`src/rtl/amap_pkg.sv`:
```
package amap_pkg;
  localparam int unsigned CFG_W = 32;
  localparam logic [5:0] MAP_DW0 = 6'h10;

  typedef struct packed {
    logic [7:0] rsvd;
    logic [7:0] bus;
    logic [4:0] dev;
    logic [2:0] fn;
    logic [5:0] dw;
    logic [1:0] bo;
  } cfg_sel_t;
endpackage

```
`src/rtl/amap_cfg_decode.sv`:
```
module amap_cfg_decode
  import amap_pkg::*;
#(
  parameter int unsigned N_ENT  = 8,
  parameter int unsigned IDX_W  = 3,
  parameter logic [7:0]  MY_BUS = 8'd0,
  parameter logic [4:0]  MY_DEV = 5'd24,
  parameter logic [2:0]  MY_FN  = 3'd1
) (
  input  logic               clk,
  input  logic               rst,
  input  logic               sel_we,
  input  logic [CFG_W-1:0]   sel_wdata,
  output logic               fn_hit,
  output logic               reg_in_map,
  output logic [IDX_W-1:0]   reg_ent,
  output logic               reg_is_lim
);
  cfg_sel_t   sel_q;
  logic [6:0] rel;
  logic       sel_unused;

  always_ff @(posedge clk) begin
    if (rst) sel_q <= '0;
    else if (sel_we) sel_q <= cfg_sel_t'(sel_wdata);
  end

  assign sel_unused = ^{sel_q.rsvd, sel_q.bo};
  assign fn_hit     = (sel_q.bus == MY_BUS) && (sel_q.dev == MY_DEV) && (sel_q.fn == MY_FN);
  assign rel        = {1'b0, sel_q.dw} - {1'b0, MAP_DW0};
  assign reg_in_map = !rel[6] && (rel < 7'(2 * N_ENT));
  assign reg_ent    = rel[IDX_W:1];
  assign reg_is_lim = rel[0];

  a_r2_sel_load: assert property (@(posedge clk) disable iff (rst)
    sel_we |=> (sel_q == cfg_sel_t'($past(sel_wdata))));
endmodule

```
`src/rtl/amap_entry_bank.sv`:
```
module amap_entry_bank
  import amap_pkg::*;
#(
  parameter int unsigned N_ENT = 8,
  parameter int unsigned IDX_W = 3,
  parameter int unsigned PG_W  = 24
) (
  input  logic                       clk,
  input  logic                       rst,
  input  logic                       wr_en,
  input  logic [IDX_W-1:0]           wr_ent,
  input  logic                       wr_lim,
  input  logic [CFG_W-1:0]           wr_data,
  input  logic [IDX_W-1:0]           rd_ent,
  input  logic                       rd_lim,
  output logic [CFG_W-1:0]           rd_word,
  output logic [N_ENT-1:0][PG_W-1:0] base_pg,
  output logic [N_ENT-1:0][PG_W-1:0] lim_pg,
  output logic [N_ENT-1:0]           re_vec
);
  logic [N_ENT-1:0] lock_q;
  logic             wr_unused;

  assign wr_unused = ^wr_data[CFG_W-1-PG_W:2];

  for (genvar i = 0; i < N_ENT; i++) begin : g_ent
    logic sel_here;
    assign sel_here = wr_en && (wr_ent == IDX_W'(i)) && !lock_q[i];

    always_ff @(posedge clk) begin
      if (rst) begin
        base_pg[i] <= '0;
        lim_pg[i]  <= '0;
        re_vec[i]  <= 1'b0;
        lock_q[i]  <= 1'b0;
      end else if (sel_here) begin
        if (wr_lim) begin
          lim_pg[i] <= wr_data[CFG_W-1 -: PG_W];
        end else begin
          base_pg[i] <= wr_data[CFG_W-1 -: PG_W];
          lock_q[i]  <= wr_data[1];
          re_vec[i]  <= wr_data[0];
        end
      end
    end

    // a locked entry keeps its lock and every field until reset
    a_r8_lock_sticky: assert property (@(posedge clk) disable iff (rst)
      lock_q[i] |=> lock_q[i]);
    a_r8_locked_frozen: assert property (@(posedge clk) disable iff (rst)
      lock_q[i] |=> ($stable(base_pg[i]) && $stable(lim_pg[i]) && $stable(re_vec[i])));
  end

  always_comb begin
    rd_word = '0;
    if (rd_lim) begin
      rd_word[CFG_W-1 -: PG_W] = lim_pg[rd_ent];
    end else begin
      rd_word[CFG_W-1 -: PG_W] = base_pg[rd_ent];
      rd_word[1] = lock_q[rd_ent];
      rd_word[0] = re_vec[rd_ent];
    end
  end
endmodule

```
`src/rtl/amap_lookup.sv`:
```
module amap_lookup #(
  parameter int unsigned N_ENT = 8,
  parameter int unsigned IDX_W = 3,
  parameter int unsigned PG_W  = 24
) (
  input  logic                       clk,
  input  logic                       rst,
  input  logic                       req_valid,
  input  logic                       req_io,
  input  logic [PG_W-1:0]            req_pg,
  input  logic [N_ENT-1:0][PG_W-1:0] base_pg,
  input  logic [N_ENT-1:0][PG_W-1:0] lim_pg,
  input  logic [N_ENT-1:0]           re_vec,
  output logic                       rsp_valid,
  output logic                       rsp_to_io,
  output logic [IDX_W-1:0]           rsp_idx
);
  logic [N_ENT-1:0] match;
  logic [IDX_W-1:0] pick;

  for (genvar i = 0; i < N_ENT; i++) begin : g_cmp
    assign match[i] = re_vec[i] && req_io &&
                      (base_pg[i] <= req_pg) && (req_pg <= lim_pg[i]);
  end

  always_comb begin
    pick = '0;
    for (int i = N_ENT - 1; i >= 0; i--) begin
      if (match[i]) pick = IDX_W'(i);
    end
  end

  always_ff @(posedge clk) begin
    if (rst) begin
      rsp_valid <= 1'b0;
      rsp_to_io <= 1'b0;
      rsp_idx   <= '0;
    end else begin
      rsp_valid <= req_valid;
      rsp_to_io <= req_valid && (|match);
      rsp_idx   <= pick;
    end
  end

  a_r6_cpu_to_mem: assert property (@(posedge clk) disable iff (rst)
    (req_valid && !req_io) |=> (rsp_valid && !rsp_to_io));
  a_r9_rsp_follows: assert property (@(posedge clk) disable iff (rst)
    req_valid |=> rsp_valid);
  a_r9_no_spurious: assert property (@(posedge clk) disable iff (rst)
    !req_valid |=> (!rsp_valid && !rsp_to_io));
  a_r5_hit_enabled: assert property (@(posedge clk) disable iff (rst)
    rsp_to_io |-> (|($past(re_vec) & (N_ENT'(1) << rsp_idx))));
endmodule

```
`src/rtl/amap_dma_route.sv`:
```
module amap_dma_route
  import amap_pkg::*;
#(
  parameter int unsigned N_ENT    = 8,
  parameter int unsigned ADDR_W   = 40,
  parameter int unsigned PAGE_LSB = 16,
  parameter logic [7:0]  MY_BUS   = 8'd0,
  parameter logic [4:0]  MY_DEV   = 5'd24,
  parameter logic [2:0]  MY_FN    = 3'd1,
  localparam int unsigned IDX_W   = $clog2(N_ENT),
  localparam int unsigned PG_W    = ADDR_W - PAGE_LSB
) (
  input  logic              clk,
  input  logic              rst,
  input  logic              cfg_sel_we,
  input  logic [31:0]       cfg_sel_wdata,
  input  logic              cfg_data_we,
  input  logic              cfg_data_re,
  input  logic [31:0]       cfg_data_wdata,
  output logic [31:0]       cfg_rdata,
  input  logic              req_valid,
  input  logic              req_from_io,
  input  logic [ADDR_W-1:0] req_addr,
  output logic              rsp_valid,
  output logic              rsp_to_io,
  output logic [IDX_W-1:0]  rsp_idx
);
  logic                       fn_hit, reg_in_map, reg_is_lim;
  logic [IDX_W-1:0]           reg_ent;
  logic [CFG_W-1:0]           rd_word;
  logic [N_ENT-1:0][PG_W-1:0] base_pg, lim_pg;
  logic [N_ENT-1:0]           re_vec;
  logic                       addr_unused;

  assign addr_unused = ^req_addr[PAGE_LSB-1:0];

  amap_cfg_decode #(
    .N_ENT(N_ENT), .IDX_W(IDX_W), .MY_BUS(MY_BUS), .MY_DEV(MY_DEV), .MY_FN(MY_FN)
  ) dec_i (
    .clk(clk), .rst(rst), .sel_we(cfg_sel_we), .sel_wdata(cfg_sel_wdata),
    .fn_hit(fn_hit), .reg_in_map(reg_in_map), .reg_ent(reg_ent), .reg_is_lim(reg_is_lim)
  );

  amap_entry_bank #(.N_ENT(N_ENT), .IDX_W(IDX_W), .PG_W(PG_W)) bank_i (
    .clk(clk), .rst(rst),
    .wr_en(cfg_data_we && fn_hit && reg_in_map),
    .wr_ent(reg_ent), .wr_lim(reg_is_lim), .wr_data(cfg_data_wdata),
    .rd_ent(reg_ent), .rd_lim(reg_is_lim), .rd_word(rd_word),
    .base_pg(base_pg), .lim_pg(lim_pg), .re_vec(re_vec)
  );

  amap_lookup #(.N_ENT(N_ENT), .IDX_W(IDX_W), .PG_W(PG_W)) look_i (
    .clk(clk), .rst(rst), .req_valid(req_valid), .req_io(req_from_io),
    .req_pg(req_addr[ADDR_W-1:PAGE_LSB]),
    .base_pg(base_pg), .lim_pg(lim_pg), .re_vec(re_vec),
    .rsp_valid(rsp_valid), .rsp_to_io(rsp_to_io), .rsp_idx(rsp_idx)
  );

  always_ff @(posedge clk) begin
    if (rst) cfg_rdata <= '0;
    else if (cfg_data_re) begin
      if (!fn_hit) cfg_rdata <= '1;
      else if (reg_in_map) cfg_rdata <= rd_word;
      else cfg_rdata <= '0;
    end
  end

  a_r3_foreign_ones: assert property (@(posedge clk) disable iff (rst)
    (cfg_data_re && !fn_hit) |=> (cfg_rdata == '1));
  a_r9_rdata_hold: assert property (@(posedge clk) disable iff (rst)
    !cfg_data_re |=> $stable(cfg_rdata));
endmodule

```
`config.mk`:
```
export PLATFORM = sky130hd
export DESIGN_NAME = amap_dma_route
export DESIGN_NICKNAME = d
export VERILOG_FILES = /design/src/rtl/amap_pkg.sv /design/src/rtl/amap_cfg_decode.sv /design/src/rtl/amap_entry_bank.sv /design/src/rtl/amap_lookup.sv /design/src/rtl/amap_dma_route.sv
export SDC_FILE = /design/constraint.sdc
export NUM_CORES = 2
export LEC_CHECK = 0
export ABC_CLOCK_PERIOD_IN_PS = 3200
export BUFFER_PORTS_ARGS = -buffer_cell sky130_fd_sc_hd__buf_2
export CAP_MARGIN = 30
export CORE_AREA = 4 4 323 230
export DETAILED_ROUTE_END_ITERATION = 12
export DIE_AREA = 0 0 327 234
export SYNTH_ARGS = -nofsm -noshare
export SYNTH_HDL_FRONTEND = slang
export SYNTH_SLANG_ARGS = --single-unit
```
`constraint.sdc`:
```
create_clock -name clk -period 3.2 [get_ports clk]
set_clock_uncertainty 0.15 [all_clocks]
set_input_delay 0.16 -clock clk [delete_from_list [all_inputs] [get_ports clk]]
set_output_delay 0.16 -clock clk [all_outputs]
set_load 0.005 [all_outputs]
```
# Yosys cells after proc, flatten, opt, wreduce, memory -nomap -nowiden

Index checks and enable logic that the tools add are counted.

Equal/unequal tests: 9
Reductions and logical operators: 77
Mux-type cells: 19
Order comparisons: 18
$add $sub $neg: 1
Bitwise gates (word level): 1

Operator list:

| kind                                                                         | number |
|---|---|
| 24-bit less-or-equal comparator                                              | 16 |
| 24-bit binary-select mux with 3-bit select                                   | 2 |
| 24-bit 2-to-1 mux                                                            | 3 |
| 32-bit 2-to-1 mux                                                            | 2 |
| 1-bit logical AND                                                            | 46 |
| 2-bit AND reduction                                                          | 16 |
| 3-bit == test, second input constant                                         | 4 |
| 3-bit 2-to-1 mux                                                             | 4 |
| 1-bit zero test                                                              | 9 |
| 8-bit zero test                                                              | 1 |
| 8-bit OR reduction                                                           | 1 |
| 7-bit by 5-bit less-than comparator with 1-bit output, second input constant | 1 |
| 6-bit by 5-bit subtractor with 7-bit output, second input constant           | 1 |
| 1-bit binary-select mux with 3-bit select                                    | 2 |
| 3-bit by 1-bit == test with 1-bit output, second input constant              | 2 |
| 3-bit by 2-bit == test with 1-bit output, second input constant              | 2 |
| 2-bit 2-to-1 mux                                                             | 3 |
| 5-bit == test, second input constant                                         | 1 |
| 5-bit OR reduction                                                           | 1 |
| 3-bit by 4-bit less-than comparator with 1-bit output, second input constant | 1 |
| 3-bit zero test                                                              | 1 |
| 1-bit 2-to-1 mux                                                             | 3 |
| 3-bit OR reduction                                                           | 1 |
| 2-bit OR reduction                                                           | 1 |
| 1-bit NOT                                                                    | 1 |

Output and inout bits: 37
Register bits after elaboration: 459
Input port bits: 111

# Depth between registers and ports, before layout

Depth in word-level cells: 10
Depth in mapped cells: 11
Depth with buffers taken out: 11

# Hierarchy

Synthesis repeated with hierarchy kept, for this count alone.

Cells, all modules: 3558
Area, all modules: 29799.8 µm²

By module, submodules not included:

| module          | area each (µm²) | cells each | times used |
|---|---|---|---|
| amap_entry_bank | 18240.0         | 2107       | 1 |
| amap_lookup     | 9298.9          | 1226       | 1 |
| amap_dma_route  | 1390.1          | 145        | 1 |
| amap_cfg_decode | 870.8           | 80         | 1 |

# Least setup slack after synthesis

OpenSTA, ideal clock, no wires.

Path kind: register to register
Start point: register bank_i.lim_pg[191] (netlist bit)
End point: register look_i.rsp_to_io
Stages on the path, launching flop included: 12
Setup slack: 0.476 ns
Arrival: 2.449 ns
Path through: dfxtp_1 -> inv_1 -> ha_1 -> nand4_1 -> or3_4 -> nor3_2 -> o21ai_1 -> o211ai_2 -> a221o_1 -> o21a_1 -> or3b_1 -> o41a_1

Cells in the longest elaborated chain, start to end: 4

Ends and longest elaborated chain:

| what                            | RTL line              | source |
|---|---|---|
| start, declared                 | amap_entry_bank.sv:18 | `output logic [N_ENT-1:0][PG_W-1:0] lim_pg,` |
| start signal, assigned by index | amap_entry_bank.sv:38 | `lim_pg[i] <= wr_data[CFG_W-1 -: PG_W];` |
| 24-bit less-or-equal comparator | amap_lookup.sv:23     | `(base_pg[i] <= req_pg) && (req_pg <= lim_pg[i]);` |
| 1-bit logical AND               | amap_lookup.sv:23     |  |
| 8-bit OR reduction              | amap_lookup.sv:40     | `rsp_to_io <= req_valid && (\|match);` |
| 1-bit logical AND               | amap_lookup.sv:40     |  |
| end signal, assigned            | amap_lookup.sv:40     |  |
| end, declared                   | amap_lookup.sv:15     | `output logic rsp_to_io,` |

No other way between the ends.
A chain may end at the register's enable or synchronous reset.

# Worst setup path after layout

Start point: register bank_i.base_pg[187] (netlist bit)
End point: register look_i.rsp_to_io

Cells in the longest elaborated chain, start to end: 5

Ends and longest elaborated chain:

| what                            | RTL line              | source |
|---|---|---|
| start, declared                 | amap_entry_bank.sv:17 | `output logic [N_ENT-1:0][PG_W-1:0] base_pg,` |
| start signal, assigned by index | amap_entry_bank.sv:40 | `base_pg[i] <= wr_data[CFG_W-1 -: PG_W];` |
| 24-bit less-or-equal comparator | amap_lookup.sv:23     |  |
| 1-bit logical AND               | amap_lookup.sv:22     | `assign match[i] = re_vec[i] && req_io &&` |
| 1-bit logical AND               | amap_lookup.sv:23     |  |
| 8-bit OR reduction              | amap_lookup.sv:40     |  |
| 1-bit logical AND               | amap_lookup.sv:40     |  |

No other way between the ends.

==> summary.md <==
| Metric | Value |
|---|---|
| Post-place setup slack | -0.002530 ns |
| DPL Wire Length | 78060 µm |
| Deepest clock path buffer count | 3 |
| Req. time, crit path | 3.54 ns |
| # fillers | 6953 |
| Storage element area | slightly above 9000 µm² |
| Worst hold path type | in -> reg |
| Synth cell types | between 60 and 70 |
| Reg-to-reg slack, setup | ~0.12 ns |
| Hold Slack | around 0.16 ns |
| Hold Path Sink | dec_i.sel_q[16] |
| I/O Pins | around 150 |
| Buf+Inv Stages, Crit Path | 1 |
| Fraction of layout instances using a drive strength above 1 | 14.05% |
| Global Route Usage Sum | 27.15% |
| F_max | around 0.32 GHz |
| Core area | between 70000 and 80000 µm² |
| First-pass iteration count of the detailed router | 6 |
| Nets | roughly 4000 |
| Post-DR wirelength/cell | around 23 µm |
| Crit share post-route | 96.25% |
| Synthesized flop and latch total | 454 |
| Worst VDD drop | between 0.3 and 0.4 mV |
| Clock transition at the registers of the reported paths | ~0.06 ns |
| Status | finished clean |
| Total leakage power | approximately 12 nW |
| Cell family with most CP delay | simple AND/OR/NAND/NOR gates |
| Hold path depth | 3 |
| Syn_area_per_cell | 8.306 µm² |
| CP max FO | 3 |
| Largest net degree at the start of global routing | 93 |
| Rows | approximately 80 |
| # port buffers | 115 |
| Total Wirelength | around 110000 µm |
| Number of global-route vias before repair | about 24000 |
| Critical path endpoint category | flip-flop |
| Post-synth EDFFs | 0 |
| Die height | between 200 and 250 µm |
| Initial core utilization | 39.66% |
| R2R depth | 11 |
| Syn Nets | roughly 3900 |
| Initial antenna violation count | 3 |
| Commonest cells after routing, fill and taps aside | 867 x nand2_1, 560 x a21oi_1, 450 x dfxtp_1, 384 x ha_1, 224 x inv_1 |
| CTS buffer count | between 40 and 50 |
| Sequential fraction of the synthesis area | 32.23% |
| Hold Vio Cnt, Final | 0 |
| Clock tree sinks | 454 |
| Final Max Slew Viols | 0 |
| Crit-path cells | ha_1, nand4_1, nor4_1, a22o_1, a2111oi_2, buf_4, o21ai_1, a221o_1, o21a_1, or3b_1, o41a_1 |
| Slew of the pin with the lowest slew margin | 0.9583 ns |
| Clk_lat worst skew | about 0.6 ns |
| Asr flop ratio synth | 0% |
| Via Count | between 20000 and 30000 |
| Antenna-violating nets left | 0 |
| PnR Total Power | between 10 and 15 mW |
| Worst reg2reg startpoint | bank_i.base_pg[187] |
| Unrepaired setup endpoints after global routing | false |
| Final Setup Violations | 0 |
| Grt ovf | 0 |
| Area of the multi-input gates | ~17000 µm² |
| TritonCTS clock tree | yes |
| Ys Warns | 0 |
| Most used DFF post-synth | dfxtp_1 |
| DR DRC count | 0 |
| Slowest CP cell | nor4_1 |
| First-pass GRT wire length | 157200 µm |
| Startpoint types | flip-flop |
| Vias per std cell | 5.654 |
| Slew HR | a little over a third |
| Area grow syn2layout | 15.49% |
| Critical Path Max Stage Delay | 0.43 ns |
| CTS root buffer | clkbuf_16 |
| Detailed Route Iter0 Violations | 2739 |
| CP Data Arrival Time | 3.42 ns |
| Post-Syn Instances | 3395 |
| DIE WIDTH | about 330 µm |
| Post-synthesis cell area | 28200 µm² |
| PwrDens | between 300 and 400 nW/µm² |
| Htree depth | 2 |
| RR Endpoint | look_i.rsp_to_io |
| Leading cell type in the layout, fill and taps excluded | nand2_1 |
| Crit path time final | about 3.1 ns |
| Die area | between 70000 and 80000 µm² |
| Routability cong. | between 0.9 and 1 |
| Hold Startpoint | cfg_sel_we |
| Setup ws final | around 0.12 ns |
| Max Cap Violations | 0 |
| Worst Path Class, Setup | reg -> reg |
[kinds of logic after synthesis]
group | synth area share, %
compound gates | 14.88
fa+ha+maj | 17.04
buf+inv | 6.478
flops | 32.23
mux | 10.74
simple gates | 18.64
[cell type report]
type                       count  share of cell area [%]
multi-input combinational   2496                   53.30
sequential                   454                   27.94
timing repair buffer         323                   7.884
clock buffer                  74                   4.361
tap                          966                   3.711
inverter                     224                   2.582
clock inverter                 9                  0.2151
antenna                        1                0.007684
[worst max-delay path by stage]
| stage | startpoint | slack, ns | endpoint | cells after the start |
|---|---|---|---|---|
| 2_1_floorplan | bank_i.lim_pg[191] | 0.48 | look_i.rsp_to_io | 11 |
| 3_3_place_gp | req_addr[16] | 0.04 | look_i.rsp_idx[2] | 12 |
| 3_5_place_dp | req_addr[35] | -0.003 | look_i.rsp_to_io | 11 |
| 4_1_cts | bank_i.base_pg[177] | 0.07 | look_i.rsp_idx[2] | 11 |
| 5_1_grt | bank_i.lim_pg[189] | 0.005 | look_i.rsp_to_io | 10 |
| 6_report | bank_i.base_pg[187] | 0.12 | look_i.rsp_to_io | 11 |
[state kept, by name (all words and copies together) (netlist names)]
| register | count |
|---|---|
| bank_i.base_pg | 192 |
| look_i.rsp_idx | 3 |
| bank_i.lock_q | 8 |
| cfg_rdata | 27 |
| look_i.rsp_valid | 1 |
| look_i.rsp_to_io | 1 |
| bank_i.lim_pg | 192 |
| bank_i.re_vec | 8 |
| dec_i.sel_q | 22 |
[synthesized netlist by cell type (all sizes together), types with 20 or more instances]
cell | n | area, µm²
nor3 | 52 | 410.4
o211ai | 27 | 207.7
a211oi | 20 | 150.1
nor2 | 86 | 325.3
clkbuf | 150 | 563.0
mux2i | 28 | 280.3
mux4 | 118 | 2658
o21ai | 48 | 240.2
inv | 224 | 840.8
a21oi | 560 | 2803
a21o | 36 | 270.3
buf | 71 | 422.9
nand3 | 38 | 190.2
ha | 384 | 4805
nand4 | 86 | 538.0
nand2 | 867 | 3254
dfxtp | 454 | 9089
[power by group]
part	internal [mW]	total, mW	switching, mW
Combinational	0.516	1.36	0.848
Clock	3.11	5.58	2.47
Sequential	5.69	5.73	0.0428
Total	9.32	12.7	3.36
[per-stage QoR]
step                util [%]  setup TNS, ns  cells  area (µm²)
finish                 45.80              0   4547       32570
global route           45.80              0   4546       32570
CTS                    45.60              0   4534       32420
detailed placement     42.76      -0.002530   4398       30400
global placement       42.76              0   4398       30400
floorplan                  -              0   3395       28200
[routing by layer]
metal | track usage [%] | vias up | routed length [µm] | part of all wire (%)
met1 | 40.30 | 12193 | 48450 | 46
met5 | 0 | - | 0 | 0
li1 | - | 12178 | - | -
met3 | 10.12 | 111 | 14020 | 13
met4 | 5.712 | 0 | 2126 | 2.0
met2 | 37.13 | 1225 | 41520 | 39
[worst register-to-register path, cell delays in order, from the launching register on]
cell       delay [ns]
dfxtp_1          0.32
ha_1             0.32
nand4_1          0.25
nor4_1           0.43
a22o_1           0.22
a2111oi_2        0.06
buf_4            0.15
o21ai_1          0.07
a221o_1          0.18
o21a_1           0.14
or3b_1           0.36
o41a_1           0.32
[timing repair]
item                                    in CTS  in global routing
gates resized for setup                      0                 12
hold buffers                                53                  0
endpoints found under the hold margin      448                  0
buffers inserted                             0                 12
endpoints found under the setup margin       0                  5
Power figures use the tool's default switching activity.
